--- config.mk ---
export PLATFORM = sky130hd
export DESIGN_NAME = can_rx_filter
export DESIGN_NICKNAME = d
export VERILOG_FILES = /design/src/rtl/can_acf_pkg.sv /design/src/rtl/can_acf_match.sv /design/src/rtl/can_acf_rxbuf.sv /design/src/rtl/can_rx_filter.sv
export SDC_FILE = /design/constraint.sdc
export NUM_CORES = 1
export LEC_CHECK = 0
export ABC_AREA = 1
export BUFFER_PORTS_ARGS = -buffer_cell sky130_fd_sc_hd__buf_2
export CORE_UTILIZATION = 54
export CTS_CLUSTER_SIZE = 40
export DETAILED_ROUTE_END_ITERATION = 10
export GPL_TIMING_DRIVEN = 0
export PLACE_DENSITY = 0.69
export SETUP_SLACK_MARGIN = 0.02
export SKIP_CTS_REPAIR_TIMING = 1
export SLEW_MARGIN = 20
export SYNTH_ARGS = -nofsm -noshare
export SYNTH_HDL_FRONTEND = slang
export SYNTH_SLANG_ARGS = --single-unit
--- constraint.sdc ---
create_clock -name clk -period 3.3 [get_ports clk]
set_input_delay 0 -clock clk [delete_from_list [all_inputs] [get_ports clk]]
set_output_delay 0 -clock clk [all_outputs]
set_load 0.1 [all_outputs]
--- src/rtl/can_acf_pkg.sv ---
// Package: shared constants, frame-tracking state and length helper for the
// CAN receive filter. Assumes 8-bit bytes and a two-byte descriptor.
package can_acf_pkg;
    parameter int MAX_DATA   = 8;
    localparam int HDR_BYTES  = 2;
    localparam int SLOT_BYTES = HDR_BYTES + MAX_DATA;
    localparam int IDX_W      = $clog2(SLOT_BYTES + 1);

    localparam logic [2:0] A_CTRL = 3'd0;
    localparam logic [2:0] A_CMD  = 3'd1;
    localparam logic [2:0] A_STAT = 3'd2;
    localparam logic [2:0] A_INT  = 3'd3;
    localparam logic [2:0] A_CODE = 3'd4;
    localparam logic [2:0] A_MASK = 3'd5;

    localparam int B_RRQ = 0;
    localparam int B_IE  = 1;
    localparam int B_REL = 2;
    localparam int B_CLR = 3;

    typedef enum logic [1:0] {
        FS_IDLE,
        FS_WAIT_ID,
        FS_CAPTURE,
        FS_DROP
    } frm_state_e;

    // Stored byte count for a length code: header plus capped data bytes.
    function automatic logic [IDX_W-1:0] frame_len(input logic [3:0] dlc);
        logic [IDX_W-1:0] data_n;
        data_n = (int'(dlc) > MAX_DATA) ? IDX_W'(MAX_DATA) : IDX_W'(dlc);
        return IDX_W'(HDR_BYTES) + data_n;
    endfunction
endpackage

--- src/rtl/can_acf_match.sv ---
// Module: acceptance test of the upper identifier bits against code and mask.
// Purely combinational; a mask bit of 1 marks a don't-care position.
module can_acf_match #(
    parameter int W = 8
) (
    input  logic [W-1:0] id_hi,
    input  logic [W-1:0] code,
    input  logic [W-1:0] mask,
    output logic         accept
);
    logic [W-1:0] bit_ok;

    // One comparator per bit position.
    for (genvar i = 0; i < W; i++) begin : g_bit
        assign bit_ok[i] = mask[i] | ~(id_hi[i] ^ code[i]);
    end

    assign accept = &bit_ok;

    // an all-don't-care mask must accept any identifier.
    always_comb begin
        if (&mask) begin
            p_mask_all_open_r3: assert (accept);
        end
    end
endmodule

--- src/rtl/can_acf_rxbuf.sv ---
// Module: frame storage, NUM_BUF slots of header plus data bytes.
// One write port fed by the frame tracker, one combinational read port.
// Reads at or beyond the stored length of the slot return zero.
// Assumes wr_idx stays below the slot size (checked below).
module can_acf_rxbuf
    import can_acf_pkg::*;
#(
    parameter int NUM_BUF = 2,
    localparam int SLOT_W = (NUM_BUF > 1) ? $clog2(NUM_BUF) : 1
) (
    input  logic              clk,
    input  logic              rst_n,
    input  logic              wr_en,
    input  logic [SLOT_W-1:0] wr_slot,
    input  logic [IDX_W-1:0]  wr_idx,
    input  logic [7:0]        wr_data,
    input  logic [SLOT_W-1:0] rd_slot,
    input  logic [IDX_W-1:0]  rd_idx,
    output logic [7:0]        rd_data
);
    logic [7:0] slot_rd  [NUM_BUF];
    logic [3:0] slot_dlc [NUM_BUF];

    for (genvar s = 0; s < NUM_BUF; s++) begin : g_slot
        logic [7:0] bytes_q [SLOT_BYTES];

        // Byte write into this slot.
        always_ff @(posedge clk) begin
            if (wr_en && wr_slot == SLOT_W'(s) && wr_idx < IDX_W'(SLOT_BYTES)) begin
                bytes_q[wr_idx] <= wr_data;
            end
        end

        assign slot_rd[s]  = (rd_idx < IDX_W'(SLOT_BYTES)) ? bytes_q[rd_idx] : 8'h00;
        assign slot_dlc[s] = bytes_q[1][3:0];
    end

    // Read mux gated by the stored frame length.
    always_comb begin
        if (rd_idx < frame_len(slot_dlc[rd_slot])) begin
            rd_data = slot_rd[rd_slot];
        end else begin
            rd_data = 8'h00;
        end
    end

    // the tracker never writes past the slot.
    p_wr_in_slot_r5: assert property (@(posedge clk) disable iff (!rst_n)
        wr_en |-> (wr_idx < IDX_W'(SLOT_BYTES)));
endmodule

--- src/rtl/can_rx_filter.sv ---
// Module: CAN acceptance filter with buffered receive path (top).
// Holds the control, code and mask registers. Tracks each frame from its
// start pulse and claims a buffer when the identifier byte passes the
// filter. Keeps the ring of full buffers and the overrun and interrupt flags.
// Assumes frames do not overlap and that done/abort never share a cycle with
// a byte.
module can_rx_filter
    import can_acf_pkg::*;
#(
    parameter int NUM_BUF = 2,
    localparam int SLOT_W = (NUM_BUF > 1) ? $clog2(NUM_BUF) : 1,
    localparam int CNT_W  = $clog2(NUM_BUF + 1)
) (
    input  logic       clk,
    input  logic       rst_n,
    input  logic [2:0] reg_addr,
    input  logic       reg_wr,
    input  logic       reg_rd,
    input  logic [7:0] reg_wdata,
    output logic [7:0] reg_rdata,
    input  logic       frm_start,
    input  logic       frm_byte_vld,
    input  logic [7:0] frm_byte,
    input  logic       frm_done,
    input  logic       frm_abort,
    input  logic [3:0] rxb_sel,
    output logic [7:0] rxb_data,
    output logic       rx_irq
);
    logic              rrq_q, ie_q, ovr_q, rxint_q, avail_q;
    logic [7:0]        code_q, mask_q;
    logic [CNT_W-1:0]  cnt_q;
    logic [SLOT_W-1:0] rd_ptr_q, fill_slot_q, new_slot;
    logic [IDX_W-1:0]  idx_q;
    logic [3:0]        dlc_q;
    frm_state_e        state_q;

    logic              accept, claim, ovr_set, store, complete, pop;
    logic              cmd_wr, filt_wr;
    logic [SLOT_W:0]   slot_sum;
    logic [7:0]        buf_rd;

    assign cmd_wr   = reg_wr && reg_addr == A_CMD;
    assign filt_wr  = reg_wr && rrq_q;
    assign pop      = cmd_wr && reg_wdata[B_REL] && cnt_q != '0;

    can_acf_match #(.W(8)) u_match (
        .id_hi  (frm_byte),
        .code   (code_q),
        .mask   (mask_q),
        .accept (accept)
    );

    // Next empty slot: the one after the full ones in ring order.
    assign slot_sum = {1'b0, rd_ptr_q} + (SLOT_W+1)'(cnt_q);
    assign new_slot = (slot_sum >= (SLOT_W+1)'(NUM_BUF))
                    ? SLOT_W'(slot_sum - (SLOT_W+1)'(NUM_BUF))
                    : SLOT_W'(slot_sum);

    // Per-cycle frame decisions.
    always_comb begin
        claim    = !rrq_q && state_q == FS_WAIT_ID && frm_byte_vld && accept && avail_q;
        ovr_set  = !rrq_q && state_q == FS_WAIT_ID && frm_byte_vld && accept && !avail_q;
        complete = !rrq_q && state_q == FS_CAPTURE && frm_done;
        store    = claim || (!rrq_q && state_q == FS_CAPTURE && frm_byte_vld &&
                   (idx_q < IDX_W'(HDR_BYTES) || idx_q < frame_len(dlc_q)));
    end

    // Control and filter registers.
    always_ff @(posedge clk) begin
        if (!rst_n) begin
            rrq_q  <= 1'b1;
            ie_q   <= 1'b0;
            code_q <= 8'h00;
            mask_q <= 8'h00;
        end else begin
            if (reg_wr && reg_addr == A_CTRL) begin
                rrq_q <= reg_wdata[B_RRQ];
                ie_q  <= reg_wdata[B_IE];
            end
            if (filt_wr && reg_addr == A_CODE) code_q <= reg_wdata;
            if (filt_wr && reg_addr == A_MASK) mask_q <= reg_wdata;
        end
    end

    // Frame tracker: snapshot availability at start, then capture or drop.
    always_ff @(posedge clk) begin
        if (!rst_n || rrq_q) begin
            state_q     <= FS_IDLE;
            avail_q     <= 1'b0;
            fill_slot_q <= '0;
            idx_q       <= '0;
            dlc_q       <= 4'd0;
        end else if (frm_start) begin
            state_q <= FS_WAIT_ID;
            avail_q <= cnt_q < CNT_W'(NUM_BUF);
        end else begin
            if (state_q == FS_WAIT_ID && frm_byte_vld) begin
                state_q     <= claim ? FS_CAPTURE : FS_DROP;
                fill_slot_q <= new_slot;
            end
            if (frm_done || frm_abort) state_q <= FS_IDLE;
            if (store) idx_q <= claim ? IDX_W'(1) : idx_q + IDX_W'(1);
            if (store && !claim && idx_q == IDX_W'(1)) dlc_q <= frm_byte[3:0];
        end
    end

    // Ring of full buffers: count and oldest pointer.
    always_ff @(posedge clk) begin
        if (!rst_n || rrq_q) begin
            cnt_q    <= '0;
            rd_ptr_q <= '0;
        end else begin
            cnt_q <= cnt_q + CNT_W'(complete) - CNT_W'(pop);
            if (pop) rd_ptr_q <= (rd_ptr_q == SLOT_W'(NUM_BUF - 1)) ? '0 : rd_ptr_q + SLOT_W'(1);
        end
    end

    // Overrun and receive interrupt flags; setting wins over clearing.
    always_ff @(posedge clk) begin
        if (!rst_n) begin
            ovr_q   <= 1'b0;
            rxint_q <= 1'b0;
        end else begin
            if (ovr_set)                                   ovr_q <= 1'b1;
            else if (cmd_wr && reg_wdata[B_CLR])           ovr_q <= 1'b0;
            if (complete && ie_q)                          rxint_q <= 1'b1;
            else if (reg_rd && reg_addr == A_INT)          rxint_q <= 1'b0;
        end
    end

    can_acf_rxbuf #(.NUM_BUF(NUM_BUF)) u_rxbuf (
        .clk     (clk),
        .rst_n   (rst_n),
        .wr_en   (store),
        .wr_slot (claim ? new_slot : fill_slot_q),
        .wr_idx  (claim ? '0 : idx_q),
        .wr_data (frm_byte),
        .rd_slot (rd_ptr_q),
        .rd_idx  (rxb_sel),
        .rd_data (buf_rd)
    );

    // Register read mux.
    always_comb begin
        case (reg_addr)
            A_CTRL:  reg_rdata = {6'd0, ie_q, rrq_q};
            A_STAT:  reg_rdata = {6'd0, ovr_q, cnt_q != '0};
            A_INT:   reg_rdata = {7'd0, rxint_q};
            A_CODE:  reg_rdata = code_q;
            A_MASK:  reg_rdata = mask_q;
            default: reg_rdata = 8'h00;
        endcase
    end

    assign rxb_data = (cnt_q != '0) ? buf_rd : 8'h00;
    assign rx_irq   = rxint_q;

    // filter code is frozen outside reset request.
    p_code_locked_r2: assert property (@(posedge clk) disable iff (!rst_n)
        (!rrq_q && reg_wr && reg_addr == A_CODE) |=> $stable(code_q));
    // reset request empties the buffer ring.
    p_rrq_empties_r10: assert property (@(posedge clk) disable iff (!rst_n)
        rrq_q |=> cnt_q == '0);
    // interrupt only rises while enabled.
    p_irq_enabled_r8: assert property (@(posedge clk) disable iff (!rst_n)
        $rose(rxint_q) |-> $past(ie_q));
    // a buffer only becomes full after a completed frame.
    p_full_after_done_r6: assert property (@(posedge clk) disable iff (!rst_n)
        (cnt_q > $past(cnt_q)) |-> $past(frm_done));
    // never more full buffers than exist.
    p_cnt_bound_r9: assert property (@(posedge clk) disable iff (!rst_n)
        cnt_q <= CNT_W'(NUM_BUF));
endmodule

==> reports/results.tsv <==
stage	metric	value	unit
outcome	status	finished with violations	
outcome	violations	negative hold slack	
floorplan	core_area	15800	um2
floorplan	fp.dieW	129	um
yosys	synth.area.top_cells	edfxtp_1 (55%), dfxtp_1 (8.1%), nand2_1 (7.5%)	
critical_path	crit_required	3.30	ns
cts	clock_latency	0.44	ns
yosys	postSynthRegisterBits	195	
floorplan	io-pin-count	48	
routing	routed_via_density	5.50	
critical_path	critPathLaunch	rd_ptr_q	
grt	grtUsageMet3	0.0441	
place	place_ws	0.409	ns
sta	slew_headroom	0.448	
sta	period_minus_slack	3.16	ns
place	port-buffer-count	46	
layout	utilization	0.627	
place	hpwlAfterDp	14.0	mm
floorplan	dieArea	16600	um2
layout	final_common_cell	nand2_1	
cts	ctsHtreeMaxLevel	4	
routing	drt_iter0_markers	605	
pwr	pwr-share-comb	0.063	
yosys	synth_edf_count	160	
pwr	ir_drop	0.374	mV
cts	cts-root-buf	clkbuf_16	
grt	grt.total_usage	0.265	
cts	ctsLongestPathBuffers	2	
critical_path	worstPathArrival	3.16	ns
floorplan	die_h	129	um
grt	grt_pass1_wl	31.4	mm
cts	cts_tree	built	
sta	drv_slew	0	
pwr	power_frac_clock	0.394	
layout	nets	967	
cts	clkTransAtPathRegs	0.07	ns
yosys	syn_area	8700	um2
place	gp_congestion	0.883	
sta	hold_slack	-0.0383	ns
critical_path	start_kind	flop	
yosys	syn_nets	886	
routing	num_vias	6344	
grt	met2_usage	0.431	
yosys	synthArstFlopShare	0	
pwr	p_per_area	495	nW/um2
pwr	sw_frac_of_total	0.229	
sta	period_share	0.957	
pwr	p_seq_frac	0.543	
run	drv_cap	0	
place	dp.cells	1105	
routing	drtAntennaViolNets	0	
sta	worstMarginPinSlew	0.825	ns
cts	cts_buffers	17	
min_path	hold_path.class	in -> reg	
cts	cts.sinks	195	
critical_path	worstReg2RegEnd	u_rxbuf.g_slot[0].bytes_q[9][7]	
routing	routed_wl	20.9	mm
grt	grt_max_degree	24	
yosys	syn_area_per_cell	10.3	um2
grt	busiest_layer	met2	
grt	antenna_found_initial	0	
layout	design_area	9920	um2
place	place_area	9200	um2
floorplan	initial_utilization	0.550	
sta	final.setup_skew	0.00894	ns
routing	first_pass_iters	5	
grt	use_met1	0.361	
sta	setup-violations-final	0	
layout	instances_no_fill	1153	
yosys	synth_ff_type	edfxtp_1	
routing	drc	0	
sta	max_freq	0.317	GHz
yosys	synth_top_area_share	0.552	
floorplan	num_rows	46	
layout	drive_gt1_frac	0.149	
layout	antenna_cells	0	
critical_path	r2r_start	dlc_q[3]	
pwr	leakagePower	3.70	nW
pwr	p_int	0.00379	W
layout	final.fill_count	1288	
yosys	yosysSeqAreaShare	0.633	
critical_path	path_class	reg -> out	
yosys	yosys.area.top_type	edfxtp_1	
pwr	switchingPower	0.00112	W
yosys	postSynthCellCount	843	
critical_path	worstSetupEndpointType	output port	
grt	grt_pass1_vias	5605	
routing	wl_per_cell	18.1	um
critical_path	reg2reg_slack	0.44	ns
yosys	synth.distinct_cells	38	
sta	rsz0062_at_grt	no	
critical_path	crit_path_max_fanout	10	
sta	worst_slack	0.143	ns
layout	area_delta_synth_final	14.0	%
layout	mostFrequentLayoutCells	nand2_1 (175), edfxtp_1 (160), nor2_1 (100)	
critical_path	crit_end	rxb_data[1]	
yosys	ys_warn_count	0	
sta	hold_viol	7	
critical_path	rr_worst_depth	11	
grt	grt_overflow	0	
-- final cells by class --
cell class / instances / area, um2 / share of cell area
Clock buffer: 19 / 433 / 0.0436
Buffer: 34 / 180 / 0.0182
Sequential cell: 195 / 5510 / 0.555
Inverter: 72 / 270 / 0.0272
Multi-Input combinational cell: 541 / 2750 / 0.277
Clock inverter: 13 / 111 / 0.0112
Tap cell: 216 / 270 / 0.0272
Timing Repair Buffer: 63 / 405 / 0.0409
-- flip-flops by register name, summed over array words and instances (netlist names) --
signal / cells
avail_q: 1
cnt_q: 2
ovr_q: 1
mask_q: 8
rrq_q: 1
fill_slot_q: 1
code_q: 8
idx_q: 4
ie_q: 1
dlc_q: 4
rd_ptr_q: 1
rx_irq: 1
state_q: 2
u_rxbuf.g_slot.bytes_q: 160
-- metrics by stage --
step / hold slack (ns) / power [W] / TNS, ns
2_1_floorplan: 0.0903 / 0.00289 / 0
3_3_place_gp: 0.244 / 0.00301 / 0
3_5_place_dp: 0.242 / 0.00302 / 0
4_1_cts: -0.227 / 0.00491 / -0.135
5_1_grt: 0.0142 / 0.00504 / 0
6_report: -0.0383 / 0.00491 / 0
-- logic make-up (layout without fill, tap and decap cells) --
logic type / count (synthesis) / in the layout / synth area share
AND/OR/NAND/NOR: 385 / 385 / 0.198
flip-flops: 195 / 195 / 0.633
multiplexers: 8 / 8 / 0.00920
buffers and inverters: 107 / 201 / 0.0520
XOR/XNOR: 6 / 6 / 0.00604
AO/OA/AOI/OAI: 130 / 130 / 0.0845
adder cells (fa/ha/maj): 12 / 12 / 0.0173
-- worst min path at each step --
stage,depth (start not counted),start,slack (ns),endpoint
floorplan,1,frm_start,0.09,avail_q
global placement,2,frm_start,0.24,avail_q
detailed placement,2,frm_start,0.24,avail_q
CTS,2,frm_start,-0.23,avail_q
global route,4,frm_byte_vld,0.01,fill_slot_q
finish,4,reg_addr[2],-0.04,rd_ptr_q
-- metal layers --
metal	part of all wire	vias to the layer above	routed length (um)
met1	0.44	3014	9150
li1	-	3074	-
met5	0	-	0
met4	0.018	0	371
met3	0.066	28	1380
met2	0.48	228	9990
-- critical path, stage by stage, from the launching register on --
cell and delay, ns:
dfxtp_1 0.32, inv_1 0.21, clkbuf_2 0.31, nand2_1 0.08, a21oi_1 0.21, ha_1 0.27, inv_1 0.06, ha_1 0.21
inv_1 0.05, nor2_1 0.04, o21ai_1 0.11, nand2_1 0.20, nor2_1 0.27, clkbuf_4 0.38
-- synth_stat cells (all sizes together) (3+ instances only) --
| cell type | instances |
|---|---|
| edfxtp | 160 |
| nand4 | 24 |
| xnor2 | 3 |
| mux2i | 8 |
| nor2 | 109 |
| ha | 12 |
| buf | 25 |
| o22ai | 6 |
| o21ai | 56 |
| clkinv | 3 |
| dfxtp | 35 |
| nand2 | 184 |
| a21oi | 39 |
| o211ai | 26 |
| xor2 | 3 |
| clkbuf | 10 |
| inv | 69 |
| nand3 | 62 |
| nor3 | 4 |
-- power groups by stage --
| stage | Clock, W | Combinational, W | Sequential, W |
|---|---|---|---|
| 4_1_cts | 0.00195 | 0.000296 | 0.00267 |
| 3_3_place_gp | 0 | 0.000292 | 0.00272 |
| 2_1_floorplan | 0 | 0.000166 | 0.00272 |
| 6_report | 0.00193 | 0.000311 | 0.00267 |
| 5_1_grt | 0.00203 | 0.000338 | 0.00267 |
| 3_5_place_dp | 0 | 0.000295 | 0.00272 |
Power figures use the tool's default switching activity.
